**src/rtl/dbgp_pkg.sv**
```systemverilog
package dbgp_pkg;

    typedef enum logic [3:0] {
        TAP_RESET,
        TAP_IDLE,
        TAP_SEL_DR,
        TAP_CAP_DR,
        TAP_SHF_DR,
        TAP_EX1_DR,
        TAP_PAU_DR,
        TAP_EX2_DR,
        TAP_UPD_DR,
        TAP_SEL_IR,
        TAP_CAP_IR,
        TAP_SHF_IR,
        TAP_EX1_IR,
        TAP_PAU_IR,
        TAP_EX2_IR,
        TAP_UPD_IR
    } tap_state_e;

    typedef struct packed {
        logic in_reset;
        logic cap_ir;
        logic shf_ir;
        logic upd_ir;
        logic cap_dr;
        logic shf_dr;
        logic upd_dr;
    } tap_ctl_t;

endpackage

```
**src/rtl/dbgp_sync.sv**
```systemverilog
module dbgp_sync #(
    parameter int N_SIG  = 3,
    parameter int STAGES = 2
) (
    input  logic             clk,
    input  logic             rst_n,
    input  logic [N_SIG-1:0] d,
    output logic [N_SIG-1:0] q
);

    localparam int LAST = STAGES - 1;

    // One synchronizer chain per input signal.
    for (genvar g = 0; g < N_SIG; g++) begin : g_chain
        logic [STAGES-1:0] chain;
        always_ff @(posedge clk or negedge rst_n) begin
            if (!rst_n) begin
                chain <= '0;
            end else begin
                chain <= {chain[STAGES-2:0], d[g]};
            end
        end
        assign q[g] = chain[LAST];
    end

endmodule

```
**src/rtl/dbgp_tap_fsm.sv**
```systemverilog
module dbgp_tap_fsm
    import dbgp_pkg::*;
(
    input  logic       clk,
    input  logic       rst_n,
    input  logic       adv,
    input  logic       tms,
    output tap_state_e state,
    output tap_ctl_t   ctl
);

    tap_state_e nxt;

    always_comb begin
        nxt = state;
        unique case (state)
            TAP_RESET:  nxt = tms ? TAP_RESET  : TAP_IDLE;
            TAP_IDLE:   nxt = tms ? TAP_SEL_DR : TAP_IDLE;
            TAP_SEL_DR: nxt = tms ? TAP_SEL_IR : TAP_CAP_DR;
            TAP_CAP_DR: nxt = tms ? TAP_EX1_DR : TAP_SHF_DR;
            TAP_SHF_DR: nxt = tms ? TAP_EX1_DR : TAP_SHF_DR;
            TAP_EX1_DR: nxt = tms ? TAP_UPD_DR : TAP_PAU_DR;
            TAP_PAU_DR: nxt = tms ? TAP_EX2_DR : TAP_PAU_DR;
            TAP_EX2_DR: nxt = tms ? TAP_UPD_DR : TAP_SHF_DR;
            TAP_UPD_DR: nxt = tms ? TAP_SEL_DR : TAP_IDLE;
            TAP_SEL_IR: nxt = tms ? TAP_RESET  : TAP_CAP_IR;
            TAP_CAP_IR: nxt = tms ? TAP_EX1_IR : TAP_SHF_IR;
            TAP_SHF_IR: nxt = tms ? TAP_EX1_IR : TAP_SHF_IR;
            TAP_EX1_IR: nxt = tms ? TAP_UPD_IR : TAP_PAU_IR;
            TAP_PAU_IR: nxt = tms ? TAP_EX2_IR : TAP_PAU_IR;
            TAP_EX2_IR: nxt = tms ? TAP_UPD_IR : TAP_SHF_IR;
            TAP_UPD_IR: nxt = tms ? TAP_SEL_DR : TAP_IDLE;
            default:    nxt = TAP_RESET;
        endcase
    end

    // State register: advances only on a detected serial-clock rise.
    always_ff @(posedge clk or negedge rst_n) begin
        if (!rst_n) begin
            state <= TAP_RESET;
        end else if (adv) begin
            state <= nxt;
        end
    end

    // Output decode.
    always_comb begin
        ctl          = '0;
        ctl.in_reset = (state == TAP_RESET);
        ctl.cap_ir   = (state == TAP_CAP_IR);
        ctl.shf_ir   = (state == TAP_SHF_IR);
        ctl.upd_ir   = (state == TAP_UPD_IR);
        ctl.cap_dr   = (state == TAP_CAP_DR);
        ctl.shf_dr   = (state == TAP_SHF_DR);
        ctl.upd_dr   = (state == TAP_UPD_DR);
    end

endmodule

```
**src/rtl/dbgp_regs.sv**
```systemverilog
module dbgp_regs
    import dbgp_pkg::*;
#(
    parameter int IR_W = 8,
    parameter int DR_W = 32
) (
    input  logic            clk,
    input  logic            rst_n,
    input  logic            rise,
    input  logic            fall,
    input  logic            tdi,
    input  tap_ctl_t        ctl,
    output logic [IR_W-1:0] ir_shift,
    output logic            tdo,
    output logic            tdo_oe
);

    localparam logic [IR_W-1:0] BYPASS_CODE = '1;
    localparam logic [IR_W-1:0] IR_CAPTURE  = {{(IR_W-1){1'b0}}, 1'b1};

    logic [IR_W-1:0] ir_hold;
    logic [DR_W-1:0] dr_shift;
    logic [DR_W-1:0] dr_hold;
    logic            byp_bit;
    logic            sel_byp;
    logic            out_bit;

    assign sel_byp = (ir_hold == BYPASS_CODE);

    always_comb begin
        if (ctl.shf_ir) begin
            out_bit = ir_shift[0];
        end else if (ctl.shf_dr) begin
            out_bit = sel_byp ? byp_bit : dr_shift[0];
        end else begin
            out_bit = 1'b0;
        end
    end

    // Instruction path.
    always_ff @(posedge clk or negedge rst_n) begin
        if (!rst_n) begin
            ir_shift <= '0;
            ir_hold  <= BYPASS_CODE;
        end else if (rise) begin
            if (ctl.cap_ir) begin
                ir_shift <= IR_CAPTURE;
            end else if (ctl.shf_ir) begin
                ir_shift <= {tdi, ir_shift[IR_W-1:1]};
            end
            if (ctl.in_reset) begin
                ir_hold <= BYPASS_CODE;
            end else if (ctl.upd_ir) begin
                ir_hold <= ir_shift;
            end
        end
    end

    // Data and bypass path.
    always_ff @(posedge clk or negedge rst_n) begin
        if (!rst_n) begin
            dr_shift <= '0;
            dr_hold  <= '0;
            byp_bit  <= 1'b0;
        end else if (rise) begin
            if (ctl.cap_dr) begin
                if (sel_byp) begin
                    byp_bit <= 1'b0;
                end else begin
                    dr_shift <= dr_hold;
                end
            end else if (ctl.shf_dr) begin
                if (sel_byp) begin
                    byp_bit <= tdi;
                end else begin
                    dr_shift <= {tdi, dr_shift[DR_W-1:1]};
                end
            end
            if (ctl.upd_dr && !sel_byp) begin
                dr_hold <= dr_shift;
            end
        end
    end

    // Serial output moves on falling serial-clock edges only.
    always_ff @(posedge clk or negedge rst_n) begin
        if (!rst_n) begin
            tdo    <= 1'b0;
            tdo_oe <= 1'b0;
        end else if (fall) begin
            tdo    <= out_bit;
            tdo_oe <= ctl.shf_ir | ctl.shf_dr;
        end
    end

endmodule

```
**src/rtl/dbg_serial_port.sv**
```systemverilog
module dbg_serial_port
    import dbgp_pkg::*;
#(
    parameter int              IR_W        = 8,
    parameter int              DR_W        = 32,
    parameter int              SYNC_STAGES = 2,
    parameter logic [IR_W-1:0] REQ_CODE    = 8'h07
) (
    input  logic clk,
    input  logic rst_n,
    input  logic tclk_in,
    input  logic tms_in,
    input  logic tdi_in,
    input  logic cpu_dbg_ack,
    output logic tdo,
    output logic tdo_oe,
    output logic dbg_req,
    output logic wake
);

    localparam int N_SYNC = 3;

    logic [N_SYNC-1:0] raw_in;
    logic [N_SYNC-1:0] sync_out;
    logic              tclk_s;
    logic              tms_s;
    logic              tdi_s;
    logic              tclk_prev;
    logic              tclk_rise;
    logic              tclk_fall;
    logic              req_set;
    logic [IR_W-1:0]   ir_shift;
    tap_state_e        state;
    tap_ctl_t          ctl;

    assign raw_in = {tdi_in, tms_in, tclk_in};

    dbgp_sync #(
        .N_SIG  (N_SYNC),
        .STAGES (SYNC_STAGES)
    ) u_sync (
        .clk   (clk),
        .rst_n (rst_n),
        .d     (raw_in),
        .q     (sync_out)
    );

    assign tclk_s = sync_out[0];
    assign tms_s  = sync_out[1];
    assign tdi_s  = sync_out[2];

    always_ff @(posedge clk or negedge rst_n) begin
        if (!rst_n) begin
            tclk_prev <= 1'b0;
        end else begin
            tclk_prev <= tclk_s;
        end
    end

    assign tclk_rise = tclk_s & ~tclk_prev;
    assign tclk_fall = ~tclk_s & tclk_prev;

    dbgp_tap_fsm u_fsm (
        .clk   (clk),
        .rst_n (rst_n),
        .adv   (tclk_rise),
        .tms   (tms_s),
        .state (state),
        .ctl   (ctl)
    );

    dbgp_regs #(
        .IR_W (IR_W),
        .DR_W (DR_W)
    ) u_regs (
        .clk      (clk),
        .rst_n    (rst_n),
        .rise     (tclk_rise),
        .fall     (tclk_fall),
        .tdi      (tdi_s),
        .ctl      (ctl),
        .ir_shift (ir_shift),
        .tdo      (tdo),
        .tdo_oe   (tdo_oe)
    );

    // Debug request: set by the update of the request instruction and held
    // until the CPU acknowledges. A set on the same edge wins.
    assign req_set = tclk_rise & ctl.upd_ir & (ir_shift == REQ_CODE);

    always_ff @(posedge clk or negedge rst_n) begin
        if (!rst_n) begin
            dbg_req <= 1'b0;
        end else if (req_set) begin
            dbg_req <= 1'b1;
        end else if (cpu_dbg_ack) begin
            dbg_req <= 1'b0;
        end
    end

    assign wake = dbg_req;

endmodule

```
**config.mk**
```make
export PLATFORM = sky130hd
export DESIGN_NAME = dbg_serial_port
export DESIGN_NICKNAME = d
export VERILOG_FILES = /design/src/rtl/dbgp_pkg.sv /design/src/rtl/dbgp_sync.sv /design/src/rtl/dbgp_tap_fsm.sv /design/src/rtl/dbgp_regs.sv /design/src/rtl/dbg_serial_port.sv
export SDC_FILE = /design/constraint.sdc
export NUM_CORES = 1
export LEC_CHECK = 0
export ABC_AREA = 0
export BUFFER_PORTS_ARGS = -buffer_cell sky130_fd_sc_hd__buf_4
export CAP_MARGIN = 20
export CORE_MARGIN = 2
export CORE_UTILIZATION = 30
export CTS_CLUSTER_SIZE = 12
export DETAILED_ROUTE_END_ITERATION = 12
export REMOVE_ABC_BUFFERS = 1
export SLEW_MARGIN = 40
export SYNTH_ARGS = -nofsm -noshare
export SYNTH_HDL_FRONTEND = slang
export SYNTH_SLANG_ARGS = --single-unit
```
**constraint.sdc**
```tcl
create_clock -name clk -period 2.66 [get_ports clk]
set_clock_uncertainty 0.2 [all_clocks]
set_input_delay 0.532 -clock clk [delete_from_list [all_inputs] [get_ports clk]]
set_output_delay 0.532 -clock clk [all_outputs]
set_load 0.05 [all_outputs]
```
# --- After elaboration in Yosys (flattened, before gate mapping) ---
# Cells that the tools add are included.
op_classes:
  n_shift: 0
  n_bitwise: 8
  div: 0
  reduce_logical: 15
  multipliers: 0
  n_eq_ne: 17
  n_mux: 30
  order_cmp: 0
  add_sub_neg: 0
ops:
  columns: ["operator", "n"]
  rows:
  - ["32-bit 2-to-1 mux", 4]
  - ["4-bit case mux with 12 select lines", 1]
  - ["4-bit == test (second input constant)", 8]
  - ["8-bit 2-to-1 mux", 4]
  - ["4-bit by 3-bit == test with 1-bit output (second input constant)", 4]
  - ["4-bit 2-to-1 mux", 4]
  - ["1-bit 2-to-1 mux", 12]
  - ["4-bit by 2-bit == test with 1-bit output (second input constant)", 2]
  - ["8-bit by 3-bit == test with 1-bit output (second input constant)", 1]
  - ["8-bit == test (second input constant)", 1]
  - ["2-bit nonzero test", 4]
  - ["2-bit 2-to-1 mux", 3]
  - ["3-bit 2-to-1 mux", 2]
  - ["2-bit AND reduction", 3]
  - ["3-bit AND reduction", 2]
  - ["1-bit bitwise AND", 4]
  - ["4-bit by 1-bit == test with 1-bit output (second input constant)", 1]
  - ["4-bit zero test", 1]
  - ["2-bit OR reduction", 2]
  - ["1-bit NOT", 3]
  - ["3-bit OR reduction", 1]
  - ["1-bit logical AND", 1]
  - ["1-bit zero test", 1]
  - ["1-bit OR", 1]
totals:
  ff_bits: 95
  out_inout_bits: 4
  elab_cells: 83
  ram_bits: 0
  input_bits: 6
  mem_count: 0
  romBits: 0
  latchBits: 0

# --- Depth between registers and ports, before layout ---
# Gate-level depths: netlist (run 1).
depth:
  ltp_word: 5
  ltp_mapped: 7

# --- Cells and area by module ---
# A second synthesis (run 1) with hierarchy kept.
hier_totals:
  hier_cells: 333
  area_unflattened_um2: 4500.6
modules_own_cells:
  columns: ["module", "area_each_um2", "seq_area_each_um2", "cells_per_inst", "instances"]
  rows:
  - ["dbgp_regs", 3756.1, 2087.0, 259, 1]
  - ["dbgp_tap_fsm", 454.2, 100.1, 55, 1]
  - ["dbgp_sync", 172.7, 150.1, 9, 1]
  - ["dbg_serial_port", 117.6, 50.0, 10, 1]

# --- Worst setup path after synthesis (run 1) ---
# Ideal clock, no wire load.
synth_path:
  path_kind: "reg2reg"
  start: "reg u_regs.ir_hold[6]"
  end: "reg u_regs.dr_hold[10]"
  setup_time_ns: 0.125
  path_stages_with_launch: 6
  synth_period_minus_slack_ns: 1.947
  setup_slack_ns: 0.713
  path_buffers: 1
  t_arrival_ns: 1.622
  path_cell_list: "dfstp_2 > nand4_1 > or2_2 > nand4_1 > buf_4 > mux2_2"
synth_via:
  elab_chain_cells: 4
synth_rtl:
  columns: ["item", "line_no", "source"]
  rows:
  - ["start: declaration", "dbgp_regs.sv:21", "logic [IR_W-1:0] ir_hold;"]
  - ["start signal: assignment", "dbgp_regs.sv:54", "ir_hold <= ir_shift;"]
  - ["8-bit == test", "dbgp_regs.sv:28", "assign sel_byp = (ir_hold == BYPASS_CODE);"]
  - ["1-bit zero test", "dbgp_regs.sv:79", "if (ctl.upd_dr && !sel_byp) begin"]
  - ["1-bit logical AND", "dbgp_regs.sv:79", null]
  - ["2-bit AND reduction (no source line)", null, null]
  - ["end signal: assignment", "dbgp_regs.sv:80", "dr_hold <= dr_shift;"]
  - ["end: declaration", "dbgp_regs.sv:23", "logic [DR_W-1:0] dr_hold;"]
# No other way between the ends.
# A chain may end at the register's enable or synchronous reset.

# --- Worst setup path in the final report (run 1) ---
layout_path:
  start: "reg u_fsm.state[2]"
  end: "reg u_regs.dr_shift[1]"
layout_via:
  elab_chain_cells: 3
  elab_cells_between_ends: 5
  classes_between: "2 x eq/ne; 1 x mux; 2 x reduce/logical"
layout_rtl:
  columns: ["item", "line_no", "source"]
  rows:
  - ["start: declaration", "dbgp_tap_fsm.sv:8", "output tap_state_e state,"]
  - ["start signal: assignment", "dbgp_tap_fsm.sv:42", "state <= nxt;"]
  - ["4-bit by 2-bit == test with 1-bit output or 4-bit by 3-bit == test with 1-bit output (tied branches)", "dbgp_tap_fsm.sv:53, dbgp_tap_fsm.sv:54", null]
  - ["2-bit nonzero test (no source line)", null, null]
  - ["3-bit AND reduction (no source line)", null, null]
  - ["end signal: assignment", "dbgp_regs.sv:70", "dr_shift <= dr_hold;"]
  - ["end signal: assignment", "dbgp_regs.sv:76", "dr_shift <= {tdi, dr_shift[DR_W-1:1]};"]
  - ["end: declaration", "dbgp_regs.sv:22", "logic [DR_W-1:0] dr_shift;"]
# Several ways; a longest one is shown, not always the timed one.

==> results.json, run 1 <==
{
  "outcome": "finished, final reports clean",
  "post-route-period-util_pct": 85.9,
  "worstMarginPinSlew_ns": 0.600,
  "worstReg2RegStart": "u_fsm.state[2]$_DFFE_PN0P_",
  "post_drt_wl_per_cell_um": 14.0,
  "final_nets": 326,
  "multi_input_area_mm2": 0.00190,
  "cts_buffers": 9,
  "finalSetupViolCount": 0,
  "yosysTopAreaCellShare_pct": 48.7,
  "gp_congestion": 0.754,
  "ff_latch_area_mm2": 0.00239,
  "area_growth_pct": 13.3,
  "worstPathRequired_ns": 2.68,
  "worst-setup-path-type": "flop to flop",
  "n_fill_cell": 1400,
  "ys_seq_area_share_pct": 53.4,
  "drc": 0,
  "finalSetupTns_ns": 0,
  "ioPinCount": 10,
  "hold_path.class": "primary input to flop",
  "initial_core_util_pct": 30.8,
  "synthCells": 312,
  "rows": 44,
  "synth_warnings": 0,
  "whs_path_depth": 1,
  "vias": 2396,
  "leakagePower_nw": 2.33,
  "via_per_inst": 4.71,
  "max_stage_delay_ns": 0.56,
  "finalHoldViolCount": 0,
  "max_freq_mhz": 438,
  "core_mm2": 0.0145,
  "crit_chain": "nor2_1 > and2_4 > buf_12 > mux2_2 > mux2_1",
  "tritoncts": "built",
  "slew_headroom_pct": 60.0,
  "antenna_cells": 0,
  "grt_overflow": 0,
  "critical_path_buf_inv_count": 1,
  "grt_pass1_vias": 2455,
  "dieHeight_um": 126,
  "grt_util_all_layers_pct": 9.81,
  "yosys_register_bits": 95,
  "arrival_ns": 2.31,
  "synth-edff-count": 0,
  "cts_setup_buffers": 0,
  "final_cell_mix": "87 x dfrtp_1, 58 x mux2_4, 38 x mux2_2",
  "clock_latency_ns": 0.34,
  "cts_max_path_buffers": 2,
  "power.density_mw_per_mm2": 775,
  "path_clk_slew_ns": 0.07,
  "clockRootBuffer": "clkbuf_16",
  "drive_above_1_share_pct": 43.7,
  "routed_wl_mm": 7.12,
  "final_core_util_pct": 34.8,
  "die_area_mm2": 0.0159,
  "die-width_um": 126,
  "grt_pass1_wl_mm": 12.6,
  "min_period_ns": 2.28,
  "whs_endpoint": "u_sync.g_chain[2].chain[0]$_DFF_PN0_",
  "netlist_area_mm2": 0.00447,
  "synth_area_leaders": "dfrtp_1 49%, mux2_4 19%, mux2_2 9.6%",
  "start_kind": "flop",
  "critical_path.top_delay_family": "multiplexers",
  "cts-resized-gates": 0,
  "ys.flop_type": "dfrtp_1",
  "cts.sinks": 95,
  "r2r_setup_slack_ns": 0.38,
  "r2r_end": "u_regs.dr_shift[1]$_DFFE_PN0P_",
  "hp-start": "tdi_in",
  "dpl.hpwl_mm": 4.43,
  "grt_max_degree": 48,
  "final_common_cell": "dfrtp_1",
  "setup.worst_path.end_class": "flop",
  "ir_worst_vdd_uv": 275,
  "antenna_found_initial": 0,
  "port_buffers": 9,
  "yosysTopAreaCell": "dfrtp_1",
  "first_pass_iters": 6,
  "rsz0062_at_grt": "false",
  "slew_viol_final": 0,
  "path_max_fanout": 18,
  "async_flop_share_pct": 100,
  "htree_levels": 3,
  "antenna_left": 0,
  "syn_area_per_cell_um2": 14.3,
  "cp_slowest_cell": "dfrtp_1",
  "cap_violations": 0,
  "yosysUniqueCellTypes": 45,
  "ff2ff_path_depth": 5,
  "drt_iter0_markers": 128
}
-- kinds of logic (layout without fill, tap and decap cells) --
family,count (synthesis),after routing,synth area share [%]
buf+inv,27,40,4.00
flops,95,95,53.4
compound gates,44,44,7.03
mux,98,98,29.5
simple gates,48,48,6.02
-- where the power goes --
| part | leakage, nW | switching, W | internal (W) |
|---|---|---|---|
| registers | 1.27 | 0.000146 | 0.00158 |
| clock network | 0.159 | 0.000534 | 0.000879 |
| logic | 0.897 | 0.000409 | 0.000370 |
| total | 2.33 | 0.00109 | 0.00283 |
-- cell usage after synthesis (4+ instances only) --
master    instances
nand4_1           4
dfrtp_1          87
dfstp_2           8
mux2_4           58
clkbuf_1          6
o22a_1            8
mux2_2           38
inv_1             6
a22o_1            6
a21oi_1          10
buf_4             6
o21ai_0           7
nand2_1          11
buf_6             7
nor2b_1           5
nor2_1            9
-- metrics by stage --
stage / hold slack, ns / total power (W) / area (µm²) / instances / worst slack [ns]
4_1_cts: 0.0862 / 0.00397 / 5060 / 509 / 0.377
2_1_floorplan: 0.0364 / 0.00231 / 4310 / 291 / 0.0185
3_5_place_dp: 0.139 / 0.00254 / 4720 / 492 / 0.406
5_1_grt: 0.0844 / 0.00412 / 5060 / 509 / 0.277
3_3_place_gp: 0.133 / 0.00252 / 4720 / 492 / 0.430
6_report: 0.0962 / 0.00392 / 5060 / 509 / 0.376
-- flip-flops by register name (all words and copies together) (netlist names) --
signal	cells
dbg_req	1
tclk_prev	1
u_fsm.state	4
u_regs.byp_bit	1
u_regs.dr_hold	32
u_regs.dr_shift	32
u_regs.ir_hold	8
u_regs.ir_shift	8
u_regs.tdo	1
u_regs.tdo_oe	1
u_sync.g_chain.chain	6
-- final cells by class --
class | instances | share of cell area (%)
multi-input combinational | 190 | 37.6
inverter | 6 | 0.445
tap | 184 | 4.55
clock buffer | 12 | 5.07
sequential | 95 | 47.1
timing repair buffer | 18 | 3.71
clock inverter | 4 | 1.51
-- worst max-delay path by stage --
| stage | startpoint | endpoint | slack (ns) | depth (start not counted) |
|---|---|---|---|---|
| final | u_fsm.state[2]$_DFFE_PN0P_ | u_regs.dr_shift[1]$_DFFE_PN0P_ | 0.38 | 5 |
| after global routing | u_fsm.state[2]$_DFFE_PN0P_ | u_regs.dr_shift[1]$_DFFE_PN0P_ | 0.28 | 5 |
| after CTS | u_fsm.state[2]$_DFFE_PN0P_ | u_regs.dr_shift[1]$_DFFE_PN0P_ | 0.38 | 5 |
| after detailed placement | u_fsm.state[2]$_DFFE_PN0P_ | u_regs.dr_shift[1]$_DFFE_PN0P_ | 0.41 | 5 |
| after global placement | u_fsm.state[2]$_DFFE_PN0P_ | u_regs.dr_shift[1]$_DFFE_PN0P_ | 0.43 | 5 |
| after floorplan | tclk_prev$_DFF_PN0_ | u_regs.dr_hold[0]$_DFFE_PN0P_ | 0.02 | 3 |
-- routing by layer --
metal  GRT usage, %  up-vias  routed length [µm]
li1               -     1140                   -
met1           14.2     1217                3650
met2           13.8       27                3120
met3           1.83       12                 171
met4           5.24        0                 180
met5              0        -                   0
-- worst reg2reg max path: cells and delay by family (launching register included) --
| family | cells | cell delay (ns) |
|---|---|---|
| multiplexers | 2 | 0.65 |
| flip-flops | 1 | 0.56 |
| AND/OR/NAND/NOR | 2 | 0.56 |
| buffers and inverters | 1 | 0.21 |
-- repair_timing --
item / in CTS / in global routing
setup endpoints to repair: 0 / 0
hold buffers: 1 / 0
hold endpoints to repair: 26 / 0
Power figures use the tool's default switching activity.
==> run 2, diff against run 1 <==
Settings changed: CAP_MARGIN 20 to 10, CORE_UTILIZATION 30 to 40.
Clock period 2.66 ns to 2.1 ns, I/O delays scaled along.
==> run 2 against run 1 <==
  * Combinational power up 66%
  * Clock power down 7%
  * Final cell count shrank 4.5%
  * Power increased by 21%
  * Cell area is 1.7% higher
  * Via count rose by 5.1%
  * Worst setup slack worse by 0.34 ns
  * Global-route usage increased by 4.2 points
  * Fmax grew 11%
  * First-iteration DRC count decreased by 30%
  * Sequential cell count unchanged
==> results.json, run 2 (synthesized netlist as in run 1, its figures left out) <==
{
  "tritoncts": "built",
  "antenna_found_initial": 0,
  "grt_use_met2_pct": 20.6,
  "final_nets": 347,
  "vias": 2519,
  "ir_worst_vdd_uv": 494,
  "routed_wl_mm": 7.70,
  "slew_viol_final": 0,
  "max_stage_delay_ns": 0.54,
  "rsz0062_at_grt": "true",
  "hp-start": "cpu_dbg_ack",
  "ioPinCount": 10,
  "p_int_w": 0.00332,
  "total_power_w": 0.00473,
  "port_buffers": 9,
  "pwr-share-comb_pct": 27.2,
  "antenna_left": 0,
  "r2r_setup_slack_ns": 0.04,
  "clockRootBuffer": "clkbuf_8",
  "cp_slowest_cell": "dfstp_2",
  "start_kind": "flop",
  "path_clk_slew_ns": 0.10,
  "area_growth_pct": 15.2,
  "leakagePower_nw": 2.43,
  "via_per_inst": 5.18,
  "initial_core_util_pct": 41.0,
  "outcome": "finished, final reports clean",
  "r2r_end": "u_regs.dr_hold[26]$_DFFE_PN0P_",
  "drt_iter0_markers": 90,
  "finalHoldViolCount": 0,
  "top_usage_layer": "met2",
  "critical_path_buf_inv_count": 2,
  "grt_overflow": 0,
  "reg_top3": "u_regs.dr_hold (32), u_regs.dr_shift (32)",
  "max_freq_mhz": 484,
  "pwr-share-clk_pct": 27.7,
  "antenna_cells": 0,
  "switching_power_w": 0.00140,
  "final_common_cell": "dfrtp_1",
  "finalInstanceArea_mm2": 0.00515,
  "whs_endpoint": "dbg_req$_DFFE_PN0P_",
  "min_period_ns": 2.06,
  "post_drt_wl_per_cell_um": 15.8,
  "hold_path.class": "primary input to flop",
  "grt_max_degree": 38,
  "cts_max_path_buffers": 2,
  "cpMostUsedCell": "nand4_1",
  "drive_above_1_share_pct": 46.5,
  "dpl-instance-area_mm2": 0.00476,
  "cap_violations": 0,
  "worstPathRequired_ns": 2.15,
  "post-route-period-util_pct": 98.3,
  "dp.cells": 459,
  "ff2ff_path_depth": 6,
  "worstMarginPinSlew_ns": 0.471,
  "crit_chain": "nand4_1 > or2_4 > nand4_1 > buf_6 > clkbuf_16 > mux2_2",
  "setup.worst_path.end_class": "flop",
  "htree_levels": 3,
  "grt_use_met3_pct": 4.27,
  "arrival_ns": 2.11,
  "final_cell_mix": "87 x dfrtp_1, 66 x mux2_4, 30 x mux2_2",
  "dieHeight_um": 110,
  "worst-setup-path-type": "flop to flop",
  "slew_headroom_pct": 68.6,
  "grt_pass1_wl_mm": 13.1,
  "core_mm2": 0.0109,
  "cts_buffers": 9,
  "dpl.hpwl_mm": 4.69,
  "grt_pass1_vias": 2648,
  "gp_congestion": 0.787,
  "whs_path_depth": 2,
  "path_max_fanout": 8,
  "grt_util_all_layers_pct": 14.1,
  "die_area_mm2": 0.0120,
  "worstReg2RegStart": "u_regs.ir_hold[3]$_DFFE_PN1P_",
  "drc": 0,
  "die-width_um": 110,
  "critical_path.top_delay_family": "simple AND/OR/NAND/NOR gates",
  "final_cells": 486,
  "finalSetupViolCount": 0,
  "cts.sinks": 95,
  "clock_latency_ns": 0.37,
  "rows": 38,
  "grtUsageMet1_pct": 19.9,
  "first_pass_iters": 4,
  "timing.hold.ws_ns": 0.0351,
  "power_frac_seq_pct": 45.1,
  "p_sw_share_pct": 29.7,
  "power.density_mw_per_mm2": 918
}
-- run 2: cell count changes in the layout (fill, tap and decap cells not counted), moves of 3 or more --
| cell | before | now |
|---|---|---|
| mux2_2 | 38 | 30 |
| clkbuf_8 | 2 | 9 |
| dlygate4sd3_1 | 1 | 4 |
| mux2_4 | 58 | 66 |
| buf_6 | 0 | 3 |
| clkbuf_16 | 9 | 2 |
| buf_4 | 13 | 25 |
-- run 2: area by class of cell --
class / count / area (µm²)
clock buffers: 11 / 131
clock inverters: 5 / 82.6
fillers: 955 / 5740
inverters: 6 / 22.5
multi-input cells: 190 / 1940
flip-flops and latches: 95 / 2390
well taps: 140 / 175
repair buffers: 39 / 412
-- run 2: per-layer routing --
metal	part of all wire [%]	routed length (µm)
met5	0	0
met4	1.4	111
met3	3.1	237
met2	44	3420
met1	51	3930
-- run 2: repair_timing --
| item | CTS | global route |
|---|---|---|
| setup buffers | 0 | 4 |
| hold buffers | 4 | 0 |
| resized for setup | 0 | 13 |
| endpoints found under the setup margin | 0 | 30 |
| endpoints found under the hold margin | 32 | 0 |
-- run 2: per-stage QoR --
step,setup WS (ns),setup TNS (ns),utilization [%]
after floorplan,-0.541,-27.07,-
after global placement,0.0861,0,43.7
after detailed placement,0.0452,0,43.7
after CTS,0.0357,0,46.1
after global routing,-0.0138,-0.0958,47.3
final,0.0353,0,47.3
-- run 2: power groups by stage --
stage               combinational, W  sequential, W  clock, W
floorplan                   0.000702        0.00222         0
detailed placement           0.00117        0.00216         0
CTS                          0.00118        0.00213   0.00136
finish                       0.00129        0.00213   0.00131
global route                 0.00141        0.00215   0.00143
global placement             0.00116        0.00216         0
-- run 2: how the worst max path moves through the flow --
stage / end / start / cells after the start
2_1_floorplan: u_regs.dr_hold[0]$_DFFE_PN0P_ / tclk_prev$_DFF_PN0_ / 3
3_3_place_gp: u_regs.dr_hold[22]$_DFFE_PN0P_ / u_regs.ir_hold[6]$_DFFE_PN1P_ / 5
3_5_place_dp: u_regs.dr_hold[17]$_DFFE_PN0P_ / u_regs.ir_hold[6]$_DFFE_PN1P_ / 5
4_1_cts: u_regs.dr_hold[31]$_DFFE_PN0P_ / u_regs.ir_hold[6]$_DFFE_PN1P_ / 5
5_1_grt: u_regs.dr_hold[14]$_DFFE_PN0P_ / u_regs.ir_hold[3]$_DFFE_PN1P_ / 6
6_report: u_regs.dr_hold[26]$_DFFE_PN0P_ / u_regs.ir_hold[3]$_DFFE_PN1P_ / 6
==> run 3, diff against run 2 <==
Settings changed: PLACE_DENSITY_LB_ADDON from default to 0.1, REMOVE_ABC_BUFFERS 1 to default.
==> run 3 against run 2 <==
  * Die area unchanged
  * Sequential share of layout area up 0.66 points
  * Non-clock buffer count down 2
  * Combinational power down 6%
  * Fmax up 1.8%
  * Sequential power about the same
  * Utilization down 0.64 points
  * Final cell count down 0.41%
  * Via count down 0.71%
  * Global-route usage up 0.22 points
==> results.json, run 3 (synthesized netlist as in run 1, its figures left out) <==
{
  "die_area_mm2": 0.0120,
  "pwr-share-comb_pct": 27.3,
  "finalSetupTns_ns": 0,
  "antenna_cells": 0,
  "path_clk_slew_ns": 0.08,
  "ff_latch_area_mm2": 0.00239,
  "vias": 2501,
  "finalInstanceArea_mm2": 0.00508,
  "setup.worst_path.end_class": "flop",
  "ff2ff_path_depth": 6,
  "port_buffers": 9,
  "via_per_inst": 5.17,
  "final_common_cell": "dfrtp_1",
  "dp_slack_ns": 0.0211,
  "worstPathRequired_ns": 2.15,
  "whs_path_depth": 2,
  "gp_congestion": 0.744,
  "reg_top3": "u_regs.dr_hold (32), u_regs.dr_shift (32)",
  "drt_iter0_markers": 89,
  "slew_viol_final": 0,
  "htree_levels": 3,
  "grt_pass1_wl_mm": 12.9,
  "die-width_um": 110,
  "pwr-share-clk_pct": 24.8,
  "grt_util_all_layers_pct": 14.3,
  "grt_max_degree": 37,
  "outcome": "finished, final reports clean",
  "ioPinCount": 10,
  "dpl-instance-area_mm2": 0.00478,
  "total_power_w": 0.00445,
  "power.density_mw_per_mm2": 876,
  "worst-setup-path-type": "flop to flop",
  "initial_core_util_pct": 41.0,
  "multi_input_area_mm2": 0.00191,
  "dieHeight_um": 110,
  "ir_worst_vdd_uv": 544,
  "p_sw_share_pct": 31.2,
  "min_period_ns": 2.03,
  "n_fill_cell": 967,
  "cts_buffers": 9,
  "syn_nets": 318,
  "finalHoldViolCount": 0,
  "arrival_ns": 2.08,
  "p_int_w": 0.00306,
  "leakagePower_nw": 2.37,
  "drc": 0,
  "rsz0062_at_grt": "false",
  "clockRootBuffer": "clkbuf_8",
  "post_drt_wl_per_cell_um": 16.5,
  "cts.sinks": 95,
  "post-route-period-util_pct": 96.6,
  "tritoncts": "built",
  "grt_pass1_vias": 2538,
  "path_max_fanout": 8,
  "slew_headroom_pct": 68.7,
  "final_nets": 345,
  "antenna_found_initial": 0,
  "antenna_left": 0,
  "switching_power_w": 0.00139,
  "hold_path.class": "primary input to flop",
  "first_pass_iters": 5,
  "max_freq_mhz": 493,
  "rows": 38,
  "dpl.hpwl_mm": 4.87,
  "worstMarginPinSlew_ns": 0.469,
  "core_mm2": 0.0109,
  "start_kind": "flop",
  "area_growth_pct": 13.7,
  "routed_wl_mm": 7.98,
  "finalSetupViolCount": 0,
  "drive_above_1_share_pct": 46.2,
  "cts_max_path_buffers": 2,
  "final_cell_mix": "86 x dfrtp_1, 58 x mux2_4, 38 x mux2_2",
  "cap_violations": 0,
  "grt_overflow": 0,
  "power_frac_seq_pct": 47.9,
  "timing.hold.ws_ns": 0.0317,
  "finalWorstSetupSlack_ns": 0.0720,
  "clock_latency_ns": 0.37
}
-- run 3: metrics by stage --
stage,std cells,util [%]
finish,484,46.7
global route,484,46.7
CTS,480,45.9
detailed placement,460,43.9
global placement,460,43.9
floorplan,312,-
-- run 3: cell type report --
type,instances,share of cell area [%]
clock buffers,12,2.86
clock inverters,4,0.616
inverters,6,0.443
multi-input cells,190,37.6
flip-flops and latches,95,47.0
well taps,140,3.45
repair buffers,37,8.05
-- run 3: routing by layer --
metal	GRT usage (%)	up-vias	part of all wire, %
met1	20.0	1283	51
met5	0	-	0
met4	6.96	0	1.9
li1	-	1171	-
met3	3.20	12	2.3
met2	20.9	35	45
-- run 3: timing repair --
action | 4_1_cts | 5_1_grt
hold buffers | 4 | 0
endpoints found under the setup margin | 0 | 56
hold endpoints to repair | 26 | 0
buffers inserted | 0 | 1
gates resized for setup | 0 | 5
-- run 3: power by group through the flow --
stage | clock network [W] | logic, W | registers, W
after global placement | 0 | 0.00118 | 0.00216
after detailed placement | 0 | 0.00119 | 0.00216
after global routing | 0.00124 | 0.00132 | 0.00216
final | 0.00110 | 0.00121 | 0.00213
after CTS | 0.00115 | 0.00120 | 0.00213
after floorplan | 0 | 0.000875 | 0.00215
-- run 3: path summary, 6_finish.rpt --
path	slack, ns	from	end
min in group asynchronous	0.35	rst_n	u_regs.dr_shift[10]$_DFFE_PN0P_
worst max-delay path	0.07	u_regs.ir_hold[7]$_DFFE_PN1P_	u_regs.dr_hold[9]$_DFFE_PN0P_
worst min-delay path	0.03	cpu_dbg_ack	dbg_req$_DFFE_PN0P_
worst max register to register	0.07	u_regs.ir_hold[7]$_DFFE_PN1P_	u_regs.dr_hold[9]$_DFFE_PN0P_
worst min register to register	0.16	u_sync.g_chain[2].chain[0]$_DFF_PN0_	u_sync.g_chain[2].chain[1]$_DFF_PN0_
max in group asynchronous	0.81	rst_n	u_regs.dr_hold[6]$_DFFE_PN0P_
-- run 3: critical path, stage by stage (launching register included) --
cell and delay (ns):
dfstp_2 0.54, nand4_1 0.13, or2_4 0.28, nand4_1 0.11, buf_6 0.15, clkbuf_16 0.17, mux2_2 0.33
